## src/rtl/sdw_pkg.sv

```systemverilog
// Shared constants and types for the short-format table walker.
// Assumes 32-bit virtual/physical addresses and 32-bit descriptors.
package sdw_pkg;
    localparam int VA_W       = 32;
    localparam int DESC_W     = 32;
    localparam int L1_IDX_W   = 12;
    localparam int L2_IDX_W   = 8;
    localparam int ENT_SHIFT  = 2;                               // 4-byte entries
    localparam int TTB_W      = VA_W - L1_IDX_W - ENT_SHIFT;     // 18
    localparam int L2_BASE_W  = DESC_W - L2_IDX_W - ENT_SHIFT;   // 22
    localparam int SECT_OFF_W = VA_W - L1_IDX_W;                 // 20
    localparam int LRG_OFF_W  = 16;
    localparam int SML_OFF_W  = SECT_OFF_W - L2_IDX_W;           // 12
    localparam int DOM_W      = 4;
    localparam int L1_ACC_BIT = 10;
    localparam int L2_ACC_BIT = 4;

    typedef enum logic [1:0] {
        FLT_NONE  = 2'd0,
        FLT_L1    = 2'd1,
        FLT_SUPER = 2'd2,
        FLT_L2    = 2'd3
    } fault_e;

    typedef enum logic [1:0] {
        SZ_SECTION = 2'd0,
        SZ_LARGE   = 2'd1,
        SZ_SMALL   = 2'd2,
        SZ_NONE    = 2'd3
    } size_e;

    typedef enum logic [1:0] {
        L1K_FAULT = 2'd0,
        L1K_TABLE = 2'd1,
        L1K_SECT  = 2'd2,
        L1K_RSVD  = 2'd3
    } l1_kind_e;

    typedef struct packed {
        logic [VA_W-1:0]  pa;
        logic [1:0]       size;
        logic [DOM_W-1:0] dom;
        logic [2:0]       ap;
        logic             xn;
        logic             ng;
        logic             shr;
        logic [2:0]       tex;
        logic             c;
        logic             b;
        logic             ns;
    } map_t;
endpackage

```

## src/rtl/sdw_l1_dec.sv

```systemverilog
// First-level descriptor decoder (combinational).
// Classifies the entry and extracts section mapping fields, the
// second-level table base and the attributes a pointer passes down.
// Assumes the descriptor is held stable by the controller.
module sdw_l1_dec
    import sdw_pkg::*;
(
    input  logic [DESC_W-1:0]    desc,
    input  logic [VA_W-1:0]      va,
    input  logic                 sec_en,
    output l1_kind_e             kind,
    output logic                 is_super,
    output logic [L2_BASE_W-1:0] l2_base,
    output logic [DOM_W-1:0]     ptr_dom,
    output logic                 ptr_ns,
    output map_t                 sect_map
);
    // Type code, supersection flag and pointer fields
    always_comb begin
        kind     = l1_kind_e'(desc[1:0]);
        is_super = desc[18];
        l2_base  = desc[DESC_W-1 -: L2_BASE_W];
        ptr_dom  = desc[8:5];
        ptr_ns   = sec_en & desc[3];
    end

    // Section mapping fields
    always_comb begin
        sect_map      = '0;
        sect_map.pa   = {desc[DESC_W-1 -: L1_IDX_W], va[SECT_OFF_W-1:0]};
        sect_map.size = SZ_SECTION;
        sect_map.dom  = desc[8:5];
        sect_map.ap   = {desc[15], desc[11:10]};
        sect_map.xn   = desc[4];
        sect_map.ng   = desc[17];
        sect_map.shr  = desc[16];
        sect_map.tex  = desc[14:12];
        sect_map.c    = desc[3];
        sect_map.b    = desc[2];
        sect_map.ns   = sec_en & desc[19];
    end
endmodule

```

## src/rtl/sdw_l2_dec.sv

```systemverilog
// Second-level descriptor decoder (combinational).
// Selects large/small page format and merges the parent's domain and
// security state. Assumes an invalid entry is screened by the caller.
module sdw_l2_dec
    import sdw_pkg::*;
(
    input  logic [DESC_W-1:0] desc,
    input  logic [VA_W-1:0]   va,
    input  logic [DOM_W-1:0]  parent_dom,
    input  logic              parent_ns,
    output logic              invalid,
    output map_t              page_map
);
    logic is_large;

    // Format selection from the low two bits
    always_comb begin
        invalid  = (desc[1:0] == 2'b00);
        is_large = ~desc[1];
    end

    // Page mapping fields, size-dependent positions first
    always_comb begin
        page_map = '0;
        if (is_large) begin
            page_map.pa   = {desc[DESC_W-1 -: (VA_W-LRG_OFF_W)], va[LRG_OFF_W-1:0]};
            page_map.size = SZ_LARGE;
            page_map.xn   = desc[15];
            page_map.tex  = desc[14:12];
        end else begin
            page_map.pa   = {desc[DESC_W-1 -: (VA_W-SML_OFF_W)], va[SML_OFF_W-1:0]};
            page_map.size = SZ_SMALL;
            page_map.xn   = desc[0];
            page_map.tex  = desc[8:6];
        end
        page_map.ap  = {desc[9], desc[5:4]};
        page_map.ng  = desc[11];
        page_map.shr = desc[10];
        page_map.c   = desc[3];
        page_map.b   = desc[2];
        page_map.dom = parent_dom;
        page_map.ns  = parent_ns;
    end
endmodule

```

## src/rtl/sdw_walk_ctl.sv

```systemverilog
// Walk sequencer: owns the request port, the captured walk context and
// the descriptor registers. Each response is registered and evaluated
// one cycle later. Access-bit updates are made in the held descriptor
// and written back to the last read address. Assumes a write completes
// on acceptance and a read returns exactly one response.
module sdw_walk_ctl
    import sdw_pkg::*;
(
    input  logic                 clk,
    input  logic                 rst_n,
    input  logic                 walk_valid,
    input  logic [VA_W-1:0]      walk_va,
    input  logic [TTB_W-1:0]     ttb_base,
    input  logic                 af_en,
    input  logic                 sec_en,
    output logic                 walk_ready,
    output logic                 mem_req_valid,
    input  logic                 mem_req_ready,
    output logic                 mem_req_write,
    output logic [VA_W-1:0]      mem_req_addr,
    output logic [DESC_W-1:0]    mem_req_wdata,
    input  logic                 mem_rsp_valid,
    input  logic [DESC_W-1:0]    mem_rsp_data,
    input  l1_kind_e             l1_kind,
    input  logic                 l1_super,
    input  logic [L2_BASE_W-1:0] l1_l2base,
    input  logic                 l2_invalid,
    output logic [VA_W-1:0]      va_q,
    output logic [DESC_W-1:0]    l1_q,
    output logic [DESC_W-1:0]    l2_q,
    output logic                 sec_q,
    output logic                 use_l2_q,
    output fault_e               fault_q,
    output logic                 done
);
    typedef enum logic [3:0] {
        S_IDLE, S_L1_RD, S_L1_WT, S_L1_EV,
        S_L2_RD, S_L2_WT, S_L2_EV, S_WB, S_DONE
    } st_e;

    st_e              state_q;
    logic             af_q;
    logic [VA_W-1:0]  addr_q;

    // Walk sequencing, context capture and descriptor update
    always_ff @(posedge clk) begin
        if (!rst_n) begin
            state_q  <= S_IDLE;
            va_q     <= '0;
            l1_q     <= '0;
            l2_q     <= '0;
            af_q     <= 1'b0;
            sec_q    <= 1'b0;
            use_l2_q <= 1'b0;
            fault_q  <= FLT_NONE;
            addr_q   <= '0;
        end else begin
            case (state_q)
                S_IDLE: if (walk_valid) begin
                    va_q     <= walk_va;
                    af_q     <= af_en;
                    sec_q    <= sec_en;
                    use_l2_q <= 1'b0;
                    fault_q  <= FLT_NONE;
                    l1_q     <= '0;
                    l2_q     <= '0;
                    addr_q   <= {ttb_base, walk_va[VA_W-1 -: L1_IDX_W], {ENT_SHIFT{1'b0}}};
                    state_q  <= S_L1_RD;
                end
                S_L1_RD: if (mem_req_ready) state_q <= S_L1_WT;
                S_L1_WT: if (mem_rsp_valid) begin
                    l1_q    <= mem_rsp_data;
                    state_q <= S_L1_EV;
                end
                S_L1_EV: begin
                    if (l1_kind == L1K_SECT) begin
                        if (l1_super) begin
                            fault_q <= FLT_SUPER;
                            state_q <= S_DONE;
                        end else if (af_q && !l1_q[L1_ACC_BIT]) begin
                            l1_q[L1_ACC_BIT] <= 1'b1;
                            state_q          <= S_WB;
                        end else begin
                            state_q <= S_DONE;
                        end
                    end else if (l1_kind == L1K_TABLE) begin
                        addr_q   <= {l1_l2base, va_q[SECT_OFF_W-1 -: L2_IDX_W], {ENT_SHIFT{1'b0}}};
                        use_l2_q <= 1'b1;
                        state_q  <= S_L2_RD;
                    end else begin
                        fault_q <= FLT_L1;
                        state_q <= S_DONE;
                    end
                end
                S_L2_RD: if (mem_req_ready) state_q <= S_L2_WT;
                S_L2_WT: if (mem_rsp_valid) begin
                    l2_q    <= mem_rsp_data;
                    state_q <= S_L2_EV;
                end
                S_L2_EV: begin
                    if (l2_invalid) begin
                        fault_q <= FLT_L2;
                        state_q <= S_DONE;
                    end else if (af_q && !l2_q[L2_ACC_BIT]) begin
                        l2_q[L2_ACC_BIT] <= 1'b1;
                        state_q          <= S_WB;
                    end else begin
                        state_q <= S_DONE;
                    end
                end
                S_WB:    if (mem_req_ready) state_q <= S_DONE;
                S_DONE:  state_q <= S_IDLE;
                default: state_q <= S_IDLE;
            endcase
        end
    end

    // Request port and handshake outputs
    always_comb begin
        walk_ready    = (state_q == S_IDLE);
        mem_req_valid = (state_q == S_L1_RD) || (state_q == S_L2_RD) || (state_q == S_WB);
        mem_req_write = (state_q == S_WB);
        mem_req_addr  = addr_q;
        mem_req_wdata = (state_q == S_WB) ? (use_l2_q ? l2_q : l1_q) : '0;
        done          = (state_q == S_DONE);
    end
endmodule

```

## src/rtl/sdw_walker.sv

```systemverilog
// Top of the short-format two-level table walker. Connects the
// sequencer to both decoders and presents the result, zeroed when
// idle or faulted. Assumes one outstanding memory read at a time.
module sdw_walker
    import sdw_pkg::*;
(
    input  logic              clk,
    input  logic              rst_n,
    input  logic              walk_valid,
    output logic              walk_ready,
    input  logic [31:0]       walk_va,
    input  logic [17:0]       ttb_base,
    input  logic              af_en,
    input  logic              sec_en,
    output logic              mem_req_valid,
    input  logic              mem_req_ready,
    output logic              mem_req_write,
    output logic [31:0]       mem_req_addr,
    output logic [31:0]       mem_req_wdata,
    input  logic              mem_rsp_valid,
    input  logic [31:0]       mem_rsp_data,
    output logic              res_valid,
    output logic [1:0]        res_fault,
    output logic [1:0]        res_size,
    output logic [31:0]       res_pa,
    output logic [3:0]        res_domain,
    output logic [2:0]        res_ap,
    output logic              res_xn,
    output logic              res_ng,
    output logic              res_shared,
    output logic [2:0]        res_tex,
    output logic              res_c,
    output logic              res_b,
    output logic              res_ns
);
    l1_kind_e             l1_kind;
    logic                 l1_super;
    logic [L2_BASE_W-1:0] l1_l2base;
    logic [DOM_W-1:0]     ptr_dom;
    logic                 ptr_ns;
    logic                 l2_invalid;
    logic [VA_W-1:0]      va_q;
    logic [DESC_W-1:0]    l1_q;
    logic [DESC_W-1:0]    l2_q;
    logic                 sec_q;
    logic                 use_l2_q;
    fault_e               fault_q;
    logic                 done;
    map_t                 sect_map;
    map_t                 page_map;
    map_t                 out_map;

    sdw_walk_ctl u_ctl (
        .clk           (clk),
        .rst_n         (rst_n),
        .walk_valid    (walk_valid),
        .walk_va       (walk_va),
        .ttb_base      (ttb_base),
        .af_en         (af_en),
        .sec_en        (sec_en),
        .walk_ready    (walk_ready),
        .mem_req_valid (mem_req_valid),
        .mem_req_ready (mem_req_ready),
        .mem_req_write (mem_req_write),
        .mem_req_addr  (mem_req_addr),
        .mem_req_wdata (mem_req_wdata),
        .mem_rsp_valid (mem_rsp_valid),
        .mem_rsp_data  (mem_rsp_data),
        .l1_kind       (l1_kind),
        .l1_super      (l1_super),
        .l1_l2base     (l1_l2base),
        .l2_invalid    (l2_invalid),
        .va_q          (va_q),
        .l1_q          (l1_q),
        .l2_q          (l2_q),
        .sec_q         (sec_q),
        .use_l2_q      (use_l2_q),
        .fault_q       (fault_q),
        .done          (done)
    );

    sdw_l1_dec u_l1 (
        .desc     (l1_q),
        .va       (va_q),
        .sec_en   (sec_q),
        .kind     (l1_kind),
        .is_super (l1_super),
        .l2_base  (l1_l2base),
        .ptr_dom  (ptr_dom),
        .ptr_ns   (ptr_ns),
        .sect_map (sect_map)
    );

    sdw_l2_dec u_l2 (
        .desc       (l2_q),
        .va         (va_q),
        .parent_dom (ptr_dom),
        .parent_ns  (ptr_ns),
        .invalid    (l2_invalid),
        .page_map   (page_map)
    );

    // Pick the level that ended the walk; blank on fault or when idle
    always_comb begin
        if (done && fault_q == FLT_NONE)
            out_map = use_l2_q ? page_map : sect_map;
        else
            out_map = '0;
    end

    // Drive result ports from the selected mapping
    always_comb begin
        res_valid  = done;
        res_fault  = done ? fault_q : FLT_NONE;
        res_size   = out_map.size;
        res_pa     = out_map.pa;
        res_domain = out_map.dom;
        res_ap     = out_map.ap;
        res_xn     = out_map.xn;
        res_ng     = out_map.ng;
        res_shared = out_map.shr;
        res_tex    = out_map.tex;
        res_c      = out_map.c;
        res_b      = out_map.b;
        res_ns     = out_map.ns;
    end
endmodule

```

## config.mk

```make
export PLATFORM = sky130hd
export DESIGN_NAME = sdw_walker
export DESIGN_NICKNAME = d
export VERILOG_FILES = /design/src/rtl/sdw_pkg.sv /design/src/rtl/sdw_l1_dec.sv /design/src/rtl/sdw_l2_dec.sv /design/src/rtl/sdw_walk_ctl.sv /design/src/rtl/sdw_walker.sv
export SDC_FILE = /design/constraint.sdc
export NUM_CORES = 1
export LEC_CHECK = 0
export BUFFER_PORTS_ARGS = -buffer_cell sky130_fd_sc_hd__buf_2
export CELL_PAD_IN_SITES_DETAIL_PLACEMENT = 0
export CELL_PAD_IN_SITES_GLOBAL_PLACEMENT = 1
export CORE_ASPECT_RATIO = 1.25
export CORE_UTILIZATION = 42
export CTS_BUF_LIST = sky130_fd_sc_hd__clkbuf_16
export DETAILED_ROUTE_END_ITERATION = 8
export PLACE_DENSITY_LB_ADDON = 0.12
export SLEW_MARGIN = 20
export SYNTH_ARGS = -nofsm -noshare
export SYNTH_HDL_FRONTEND = slang
export SYNTH_HIERARCHICAL = 1
export SYNTH_SLANG_ARGS = --single-unit
```

## constraint.sdc

```tcl
create_clock -name clk -period 5.1 [get_ports clk]
set_clock_uncertainty 0.15 [all_clocks]
set_input_delay 1.275 -clock clk [delete_from_list [all_inputs] [get_ports clk]]
set_output_delay 1.275 -clock clk [all_outputs]
set_load 0.05 [all_outputs]
```

==> flow_summary.yaml <==
power_and_ir_drop:
  power.density_nw_per_um2: 348
  leakage_nw: 3.13
  peakVddDrop_v: 0.000184
  power_w: 0.00285
global_routing:
  grtUsageTotal_pct: 23.5
  grt_pass1_wl_mm: 32.7
  antenna_found_initial: 0
  gr-total-overflow: 0
  grt_pass1_vias: 5839
  grt_max_degree: 62
final_layout:
  syn2layout_area_growth_pct: 9.75
  fin_nets: 1067
  seq_area_um2: 2470
  diodes: 0
  multi_input_area_um2: 3700
  fillCellCount: 1854
  layout-drive-gt1-share_pct: 28.0
flow_run:
  cap_violations: 0
logic_synthesis:
  yosys_warnings: 6
  syn_inst: 931
  syn_area_per_cell_um2: 8.01
  synth_area_um2: 7450
cts:
  htreeDepth: 4
  clockBufferDepth: 2
  clkSinkCount: 123
  cts_root_buffer: "clkbuf_16"
  tritoncts: "done"
  clk_pin_slew_ps: 60
  postCtsSetupBuffers: 0
  cts_hold_buf: 0
  cts_resized: 0
  clock_latency_ps: 410
  cts_buffers: 17
critical_path:
  path_class: "reg -> out"
  crit_path_max_incr_delay_ps: 840
  worst-r2r-setup-slack_ps: 2340
  r2r_cells: 7
  rr_startpoint: "u_ctl/state_q[0]"
  path_cells: "nor4b_2 > or3b_2 > buf_4 > nor2_2 > buf_2"
  worst-path-buf-inv: 2
  critPathTopFamily: "simple AND/OR/NAND/NOR gates"
  end_kind: "output port"
  crit_required_ps: 3670
  cp.arrival_ps: 3200
  worstPathMaxFanout: 32
  cp_slowest_cell: "or3b_2"
  r2r_end: "u_ctl/l1_q[31]"
  start_kind: "flop"
routing:
  drc: 0
  dr.pass1.iters: 5
  vias: 6257
  drt_iter0_drc: 369
  vias_per_cell: 5.15
  drt_wl_total_mm: 21.3
  wl_per_cell_um: 17.5
  ant_nets: 0
timing:
  setup_tns_ps: 0
  finalCriticalPeriod_ps: 4620
  hold_violations: 0
  worst_slew_pin_slew_ps: 1010
  rsz0062_at_grt: "false"
  setup_viol: 0
  maxSlewHeadroom_pct: 32.5
  fin_crit_sh_pct: 90.6
  max_freq_mhz: 216
  report.final.slew_viol_count: 0
worst_hold_path:
  hp-start: "u_ctl/l1_q[9]"
  hp-class: "reg -> reg"
  hold_end: "u_ctl/l1_q[9]"
  min_path_cells: 2
floorplanning:
  dieWidth_um: 121
  die_area_um2: 18300
  pin_count: 209
  core_region_area_um2: 17400
  rows: 54
  die_h_um: 151
  initial_core_util_pct: 42.8
status:
  outcome: "completed"
placement:
  gp_congestion: 0.825
  port_buffers: 206
  dp_hpwl_mm: 14.1
-- per-stage QoR --
stage               utilization (%)  hold WS (ps)  cell area [um2]  std cells  setup slack (ps)
floorplan                         -           281             7470        933               471
global placement               43.7           294             7620       1183              1020
detailed placement             43.7           298             7620       1183               878
CTS                            46.9           306             8180       1214               431
global route                   46.9           339             8180       1214               296
finish                         46.9           302             8180       1214               480
-- routing by layer --
layer,vias to the layer above,share of wire (%),track usage (%)
met3,13,5.7,5.69
met5,-,0,0
met1,2931,45,30.1
met2,188,48,39.0
met4,0,1.3,7.16
li1,3125,-,-
-- worst max-delay path by stage --
| stage | startpoint | endpoint | slack, ps | cells after the start |
|---|---|---|---|---|
| finish | u_ctl/state_q[3] | res_ng | 480 | 5 |
| global route | u_ctl/state_q[3] | res_ng | 300 | 5 |
| CTS | u_ctl/state_q[3] | res_ng | 430 | 5 |
| detailed placement | u_ctl/state_q[3] | res_ng | 880 | 5 |
| global placement | u_ctl/state_q[3] | res_ns | 1020 | 5 |
| floorplan | u_ctl/state_q[3] | res_b | 470 | 7 |
-- final cells by class --
cell class / instances / share of cell area [%]
multi-input combinational: 610 / 45.2
tap: 224 / 3.43
clock inverter: 14 / 1.61
sequential: 123 / 30.1
timing repair buffer: 222 / 14.2
inverter: 4 / 0.214
clock buffer: 17 / 5.20
-- worst reg2reg max path, stage by stage, from the launching register on --
cell	delay, ps
dfxtp_1	400
buf_4	250
nor4_2	370
nand2_1	620
nand2_1	210
buf_4	390
nand3_1	150
a21oi_1	150
-- power by group --
group	internal (W)	total, W	switching [W]
clock	0.000708	0.00116	0.000448
sequential	0.00102	0.00109	0.0000652
combinational	0.000189	0.000600	0.000411
total	0.00192	0.00285	0.000924
-- cells in the final DEF, fill, tap and decap left out, types with 2 or more instances in the layout --
cell type   count
clkinv_2        5
nor3b_1         3
clkinvlp_4      2
nor2_1        120
and2_1          6
nor2_2          4
a311oi_1        3
a21oi_1        92
nand3_1        65
inv_4           2
clkinv_4        2
a211oi_1       32
o21ai_0         4
a32oi_1         2
nor2b_1         3
a31oi_1         2
conb_1          4
dfxtp_1       122
nand2b_1        5
bufinv_16       2
inv_1           4
mux2i_1       115
buf_4          15
nor3_1          3
mux2_4          8
nand2_1       115
o21ai_1         2
clkbuf_16      17
buf_2         206
-- sequential cells by signal, summed over array words and instances, names as in the netlist --
name / cells
u_ctl/state_q: 4
u_ctl/mem_req_addr: 30
u_ctl/use_l2_q: 1
u_ctl/af_q: 1
u_ctl/l2_q: 32
u_ctl/fault_q: 2
u_ctl/l1_q: 32
u_ctl/va_q: 20
u_ctl/sec_q: 1
Power figures use the tool's default switching activity.
